--- src/rtl/sld_pkg.sv ---
package sld_pkg;

  // Selects what the serial data line carries.
  typedef enum logic [1:0] {
    SRC_ZERO = 2'd0,
    SRC_ONES = 2'd1,
    SRC_MEM  = 2'd2
  } srcSel_e;

  // Strobes from control to datapath.
  typedef struct packed {
    logic    cntClr;   // restart the word/bit counters
    logic    cntAdv;   // move to the next bit
    logic    dcWidth;  // words are correction width, not grayscale width
    logic    divClr;   // restart the divider
    srcSel_e src;      // data source
  } dpCtrl_t;

endpackage

--- src/rtl/sld_datapath.sv ---
module sld_datapath
  import sld_pkg::*;
#(
  parameter int NUM_CH  = 16,
  parameter int GS_BITS = 12,
  parameter int DC_BITS = 6,
  parameter int DIV_W   = 8
) (
  input  logic                      clk,
  input  logic                      rstN,
  input  dpCtrl_t                   ctrl,
  input  logic [DIV_W-1:0]          divRatio,
  input  logic                      wrEn,
  input  logic [$clog2(NUM_CH)-1:0] wrAddr,
  input  logic [GS_BITS-1:0]        wrData,
  output logic                      tick,
  output logic                      lastBit,
  output logic                      serData
);

  localparam int AW = $clog2(NUM_CH);
  localparam int BW = $clog2(GS_BITS);
  localparam logic [BW-1:0] GS_TOP   = BW'(GS_BITS - 1);
  localparam logic [BW-1:0] DC_TOP   = BW'(DC_BITS - 1);
  localparam logic [AW-1:0] WORD_TOP = AW'(NUM_CH - 1);

  // Grayscale word array, one register per channel
  logic [GS_BITS-1:0] gsMem [NUM_CH];

  for (genvar w = 0; w < NUM_CH; w++) begin : g_word
    logic hit;
    assign hit = wrEn && (wrAddr == AW'(w));
    always_ff @(posedge clk) begin
      if (!rstN)    gsMem[w] <= '0;
      else if (hit) gsMem[w] <= wrData;
    end
  end

  // Phase divider: one tick per link level
  logic [DIV_W-1:0] divCnt;
  assign tick = (divCnt >= divRatio);

  always_ff @(posedge clk) begin
    if (!rstN)                  divCnt <= '0;
    else if (ctrl.divClr || tick) divCnt <= '0;
    else                        divCnt <= divCnt + 1'b1;
  end

  // Word and bit position
  logic [AW-1:0] wordIdx;
  logic [BW-1:0] bitIdx;
  logic [BW-1:0] wordTop;

  assign wordTop = ctrl.dcWidth ? DC_TOP : GS_TOP;
  assign lastBit = (wordIdx == WORD_TOP) && (bitIdx == wordTop);

  always_ff @(posedge clk) begin
    if (!rstN || ctrl.cntClr) begin
      wordIdx <= '0;
      bitIdx  <= '0;
    end else if (ctrl.cntAdv) begin
      if (bitIdx == wordTop) begin
        bitIdx  <= '0;
        wordIdx <= wordIdx + 1'b1;
      end else begin
        bitIdx <= bitIdx + 1'b1;
      end
    end
  end

  // Data source mux; word bit 0 leaves first
  logic [GS_BITS-1:0] curWord;
  assign curWord = gsMem[wordIdx];

  always_comb begin
    unique case (ctrl.src)
      SRC_ONES: serData = 1'b1;
      SRC_MEM:  serData = curWord[bitIdx];
      default:  serData = 1'b0;
    endcase
  end


  word_range_chk: assert property (@(posedge clk) disable iff (!rstN)
    (wordIdx <= WORD_TOP) && (bitIdx <= GS_TOP));


  adv_not_past_end_chk: assert property (@(posedge clk) disable iff (!rstN)
    ctrl.cntAdv |-> !lastBit);

endmodule

--- src/rtl/sld_control.sv ---
module sld_control
  import sld_pkg::*;
(
  input  logic    clk,
  input  logic    rstN,
  input  logic    tick,
  input  logic    lastBit,
  input  logic    loadReq,
  output dpCtrl_t ctrl,
  output logic    serClk,
  output logic    latchStb,
  output logic    blankOut,
  output logic    progMode,
  output logic    corrSel,
  output logic    busy,
  output logic    done
);

  typedef enum logic [2:0] {
    ST_DC_SHIFT = 3'd0,
    ST_DC_LATCH = 3'd1,
    ST_FL_SHIFT = 3'd2,
    ST_FL_LATCH = 3'd3,
    ST_EXTRA    = 3'd4,
    ST_IDLE     = 3'd5,
    ST_LD_SHIFT = 3'd6,
    ST_LD_LATCH = 3'd7
  } state_e;

  state_e state;
  logic   half;      // 0 = first level of a pulse, 1 = second level
  logic   shifting;
  logic   accept;

  assign shifting = (state == ST_DC_SHIFT) || (state == ST_FL_SHIFT) ||
                    (state == ST_LD_SHIFT);
  assign accept   = (state == ST_IDLE) && loadReq;
  assign busy     = (state != ST_IDLE);
  assign corrSel  = 1'b1;

  always_comb begin
    ctrl.dcWidth = (state == ST_DC_SHIFT);
    ctrl.cntAdv  = shifting && tick && half && !lastBit;
    ctrl.cntClr  = ((state == ST_DC_LATCH) && tick && half) || accept;
    ctrl.divClr  = accept;
    if (state == ST_DC_SHIFT)      ctrl.src = SRC_ONES;
    else if (state == ST_LD_SHIFT) ctrl.src = SRC_MEM;
    else                           ctrl.src = SRC_ZERO;
  end

  always_ff @(posedge clk) begin
    if (!rstN) begin
      state    <= ST_DC_SHIFT;
      half     <= 1'b0;
      serClk   <= 1'b0;
      latchStb <= 1'b0;
      blankOut <= 1'b1;
      progMode <= 1'b1;
      done     <= 1'b0;
    end else begin
      done <= 1'b0;
      unique case (state)
        ST_DC_SHIFT, ST_FL_SHIFT, ST_LD_SHIFT: begin
          if (tick) begin
            if (!half) begin
              serClk <= 1'b1;
              half   <= 1'b1;
            end else begin
              serClk <= 1'b0;
              half   <= 1'b0;
              if (lastBit) begin
                if (state == ST_DC_SHIFT)      state <= ST_DC_LATCH;
                else if (state == ST_FL_SHIFT) state <= ST_FL_LATCH;
                else                           state <= ST_LD_LATCH;
              end
            end
          end
        end
        ST_DC_LATCH, ST_FL_LATCH, ST_LD_LATCH: begin
          if (tick) begin
            if (!half) begin
              latchStb <= 1'b1;
              half     <= 1'b1;
            end else begin
              latchStb <= 1'b0;
              half     <= 1'b0;
              if (state == ST_DC_LATCH) begin
                state    <= ST_FL_SHIFT;
                progMode <= 1'b0;
              end else if (state == ST_FL_LATCH) begin
                state <= ST_EXTRA;
              end else begin
                state    <= ST_IDLE;
                blankOut <= 1'b0;
                done     <= 1'b1;
              end
            end
          end
        end
        ST_EXTRA: begin
          if (tick) begin
            if (!half) begin
              serClk <= 1'b1;
              half   <= 1'b1;
            end else begin
              serClk <= 1'b0;
              half   <= 1'b0;
              state  <= ST_IDLE;
            end
          end
        end
        default: begin // ST_IDLE
          half <= 1'b0;
          if (loadReq) begin
            state    <= ST_LD_SHIFT;
            blankOut <= 1'b1;
          end
        end
      endcase
    end
  end


  clk_latch_excl_chk: assert property (@(posedge clk) disable iff (!rstN)
    !(serClk && latchStb));


  done_pulse_chk: assert property (@(posedge clk) disable iff (!rstN)
    done |=> !done);


  done_unblank_chk: assert property (@(posedge clk) disable iff (!rstN)
    done |-> (!blankOut && !busy));


  blank_start_chk: assert property (@(posedge clk) disable iff (!rstN)
    $rose(blankOut) |-> $past(!busy && loadReq));


  prog_fall_chk: assert property (@(posedge clk) disable iff (!rstN)
    $fell(progMode) |-> (!serClk && !latchStb));

endmodule

--- src/rtl/led_sink_loader.sv ---
module led_sink_loader
  import sld_pkg::*;
#(
  parameter int NUM_CH  = 16,
  parameter int GS_BITS = 12,
  parameter int DC_BITS = 6,
  parameter int DIV_W   = 8
) (
  input  logic                      clk,
  input  logic                      rstN,
  input  logic [DIV_W-1:0]          divRatio,
  input  logic                      loadReq,
  input  logic                      wrEn,
  input  logic [$clog2(NUM_CH)-1:0] wrAddr,
  input  logic [GS_BITS-1:0]        wrData,
  output logic                      serData,
  output logic                      serClk,
  output logic                      latchStb,
  output logic                      blankOut,
  output logic                      progMode,
  output logic                      corrSel,
  output logic                      busy,
  output logic                      done
);

  dpCtrl_t ctrl;
  logic    tick;
  logic    lastBit;

  sld_datapath #(
    .NUM_CH (NUM_CH),
    .GS_BITS(GS_BITS),
    .DC_BITS(DC_BITS),
    .DIV_W  (DIV_W)
  ) u_dp (
    .clk     (clk),
    .rstN    (rstN),
    .ctrl    (ctrl),
    .divRatio(divRatio),
    .wrEn    (wrEn),
    .wrAddr  (wrAddr),
    .wrData  (wrData),
    .tick    (tick),
    .lastBit (lastBit),
    .serData (serData)
  );

  sld_control u_ctl (
    .clk     (clk),
    .rstN    (rstN),
    .tick    (tick),
    .lastBit (lastBit),
    .loadReq (loadReq),
    .ctrl    (ctrl),
    .serClk  (serClk),
    .latchStb(latchStb),
    .blankOut(blankOut),
    .progMode(progMode),
    .corrSel (corrSel),
    .busy    (busy),
    .done    (done)
  );


  data_setup_chk: assert property (@(posedge clk) disable iff (!rstN)
    $rose(serClk) |-> $stable(serData));


  data_hold_chk: assert property (@(posedge clk) disable iff (!rstN)
    (serClk && $past(serClk)) |-> $stable(serData));

endmodule

--- config.mk ---
export PLATFORM = sky130hd
export DESIGN_NAME = led_sink_loader
export DESIGN_NICKNAME = d
export VERILOG_FILES = /design/src/rtl/sld_pkg.sv /design/src/rtl/sld_datapath.sv /design/src/rtl/sld_control.sv /design/src/rtl/led_sink_loader.sv
export SDC_FILE = /design/constraint.sdc
export NUM_CORES = 1
export LEC_CHECK = 0
export CAP_MARGIN = 0
export CORE_ASPECT_RATIO = 2
export CORE_MARGIN = 3
export CORE_UTILIZATION = 53
export CTS_CLUSTER_DIAMETER = 120
export DETAILED_ROUTE_END_ITERATION = 7
export HOLD_SLACK_MARGIN = 0.02
export PLACE_DENSITY = 0.79
export SYNTH_ARGS = -nofsm -noshare
export SYNTH_HDL_FRONTEND = slang
export SYNTH_SLANG_ARGS = --single-unit
--- constraint.sdc ---
create_clock -name clk -period 6.1 [get_ports clk]
set_clock_uncertainty 0.05 [all_clocks]
set_input_delay 1.22 -clock clk [delete_from_list [all_inputs] [get_ports clk]]
set_output_delay 1.22 -clock clk [all_outputs]
set_load 0.05 [all_outputs]
==> flow_metrics.py <==
metrics = {
    "outcome": {
        "status": "finished clean",
    },
    "critical_path": {
        "r2r_slack_ns": 3.11,
        "cp-end-kind": "output pin",
        "slowest_delay_ns": 0.87,
        "worst-r2r-cell-count": 9,
        "cp.arrival_ns": 3.77,
        "r2r_end": "u_ctl.state[1]",
        "path_cells": "buf_4, mux4_2, nor2_1, a21oi_1, a211oi_1, o21ai_1, nand4b_1, o21ai_1, clkdlybuf4s50_1",
        "required_ns": 4.83,
        "crit_path_max_fanout": 39,
        "cp-endpoint": "serData",
        "critPathMostFrequentCell": "o21ai_1",
        "rr_startpoint": "u_ctl.state[0]",
        "crit_path_start_kind": "flop",
        "timing_worst_setup_path_type": "reg2out",
        "crit_slowest_cell": "dfxtp_4",
    },
    "synthesis": {
        "yosysTopAreaCell": "edfxtp_1",
        "synth_most_common_cell": "and2_1",
        "synth_edf_count": 192,
        "ys_ff_latch": 221,
        "netlist_area_um2": 10500,
        "syn_nets": 820,
        "synth.top_cells.by_area": "edfxtp_1, and2_1, mux4_2, dfxtp_1, ha_1",
        "async_flop_share": 0,
        "ys.flop_type": "edfxtp_1",
        "yosys_warnings": 0,
        "synth_common_cells": "and2_1, edfxtp_1, mux4_2",
        "syn_inst": 775,
        "yosysSeqAreaShare": 0.606,
        "yosysUniqueCellTypes": 52,
        "synth_top_area_share": 0.551,
        "synth_area_per_cell_um2": 13.5,
    },
    "grt": {
        "grt_first_pass_wirelength_um": 36900,
        "grt_max_degree": 40,
        "grt_pass1_vias": 6456,
        "antenna_found_initial": 0,
        "grt-ovfl-total": 0,
        "grt_usage": 0.230,
    },
    "floorplanning": {
        "start_util": 0.541,
        "fp.dieW_um": 105,
        "core_um2": 19400,
        "die-area_um2": 21600,
        "fp-row-count": 72,
        "ios": 36,
        "dieHeight_um": 205,
    },
    "timing": {
        "finalWorstSetupSlack_ns": 1.06,
        "relSlewSlack": 0.127,
        "setup_viol": 0,
        "worstMarginPinSlew_ns": 1.30,
        "fmax_mhz": 199,
        "timing.final.crit_period_ns": 5.04,
        "hold_violations": 0,
        "setup_tns_ns": 0,
        "rsz0062_at_grt": "no",
        "drv_slew": 0,
        "period_share": 0.826,
    },
    "power": {
        "ir_drop_uv": 222,
        "power.density_nw_per_um2": 264,
        "leakage_uw": 0.00403,
    },
    "layout": {
        "fin_util": 0.602,
        "antenna_cells": 0,
        "multi_input_area_um2": 3830,
        "instances_no_fill": 1069,
        "fillCellCount": 1490,
        "drive_gt1_frac": 0.131,
        "syn_to_final_growth_pct": 11.4,
        "design_area_um2": 11700,
        "fin_nets": 843,
        "regArea_um2": 6350,
    },
    "clock_tree": {
        "post_cts_buffers": 0,
        "cts_resized": 0,
        "clk_latency_ns": 0.49,
        "clk_path_buf_depth": 3,
        "cts_root_buf": "clkbuf_16",
        "clkTransAtPathRegs_ns": 0.07,
        "numCtsBuffers": 19,
        "cts_hold_buf": 0,
        "htree_levels": 1,
        "clock-sinks": 221,
        "cts_tree": "yes",
    },
    "placement": {
        "place_hpwl_um": 16900,
        "pre_cts_slack_ns": 1.55,
        "numPortBuffers": 34,
        "placed_area_um2": 11100,
        "gp_congestion": 0.840,
        "dpl.cell_count": 1036,
    },
    "drt": {
        "drc_errors": 0,
        "wl_per_cell_um": 22.5,
        "vias_per_cell": 5.82,
        "first_pass_iters": 5,
        "vias": 6220,
        "drt_iter0_drc": 504,
        "drt_wl_total_um": 24100,
        "ant_nets": 0,
    },
    "worst_hold_path": {
        "hold_path.class": "reg2reg",
    },
    "job": {
        "cap_violations": 0,
    },
}
-- worst min path at each step --
stage          slack, ns  cells past startpoint             end           start
2_1_floorplan       0.39                      1  u_dp.divCnt[0]  u_dp.divCnt[0]
5_1_grt             0.45                      2  u_ctl.progMode  u_ctl.progMode
3_3_place_gp        0.41                      2  u_ctl.progMode  u_ctl.progMode
4_1_cts             0.43                      2  u_ctl.latchStb  u_ctl.latchStb
3_5_place_dp        0.42                      1  u_dp.divCnt[0]  u_dp.divCnt[0]
6_report            0.42                      2  u_ctl.progMode  u_ctl.progMode
-- cells by family (layout without fill, tap and decap cells) --
family / Yosys count / after routing / synth area share
muxes: 57 / 57 / 0.115
other: 1 / 1 / 0.000358
DFF: 221 / 221 / 0.606
AOI/OAI and AO/OA: 91 / 91 / 0.0534
buffers and inverters: 71 / 106 / 0.0277
adders and majority gates: 17 / 17 / 0.0203
xor gates and xnor gates: 6 / 6 / 0.00502
and+or+nand+nor: 311 / 311 / 0.172
-- sequential cells by signal (all words and copies together), names as in the netlist, named ones only --
signal and cells:
u_dp.wordIdx 4, u_ctl.latchStb 1, u_ctl.state 3, u_dp.gsMem 192, u_dp.bitIdx 4, u_ctl.blankOut 1
u_ctl.progMode 1, u_ctl.serClk 1, u_dp.divCnt 8, u_ctl.half 1, u_ctl.done 1
-- layout by cell type (no fill, tap or decap), types with 14 or more instances in the layout --
cell type	count
edfxtp_1	192
ha_1	17
mux4_2	51
dfxtp_1	27
nand2_1	14
clkbuf_16	21
and2_1	196
buf_4	20
nand3_1	19
clkdlybuf4s50_1	34
inv_1	21
a21oi_1	22
o21ai_1	19
nor2_1	45
-- worst max-delay path: cells and delay by family (launching register included) --
family	cells	cell delay [ns]
AOI/OAI and AO/OA	4	0.54
buffers and inverters	2	1.03
DFF	1	0.87
muxes	1	0.51
and+or+nand+nor	2	0.30
-- final cells by class --
type                            instances  area share
Sequential cell                       221       0.544
Multi-Input combinational cell        483       0.329
Clock buffer                           26      0.0484
Timing Repair Buffer                   54      0.0420
Tap cell                              259      0.0278
Inverter                               19     0.00611
Clock inverter                          7     0.00257
-- layer usage --
layer / global-route usage / vias up / routed length, um
li1: - / 2873 / -
met1: 0.247 / 3077 / 8050
met2: 0.439 / 216 / 13600
met3: 0.0199 / 54 / 1030
met4: 0.124 / 0 / 1370
met5: 0 / - / 0
-- through the flow --
stage | total power [uW] | hold slack (ns)
3_5_place_dp | 1960 | 0.415
3_3_place_gp | 1950 | 0.407
4_1_cts | 3090 | 0.428
6_report | 3080 | 0.423
2_1_floorplan | 1860 | 0.387
5_1_grt | 3170 | 0.453
-- where the power goes --
group	switching [uW]	internal, uW	leakage, uW
sequential	30.1	1720	0.00207
combinational	101	68.5	0.00165
clock	512	647	0.000306
total	643	2440	0.00403
(Power assumes the default switching activity.)
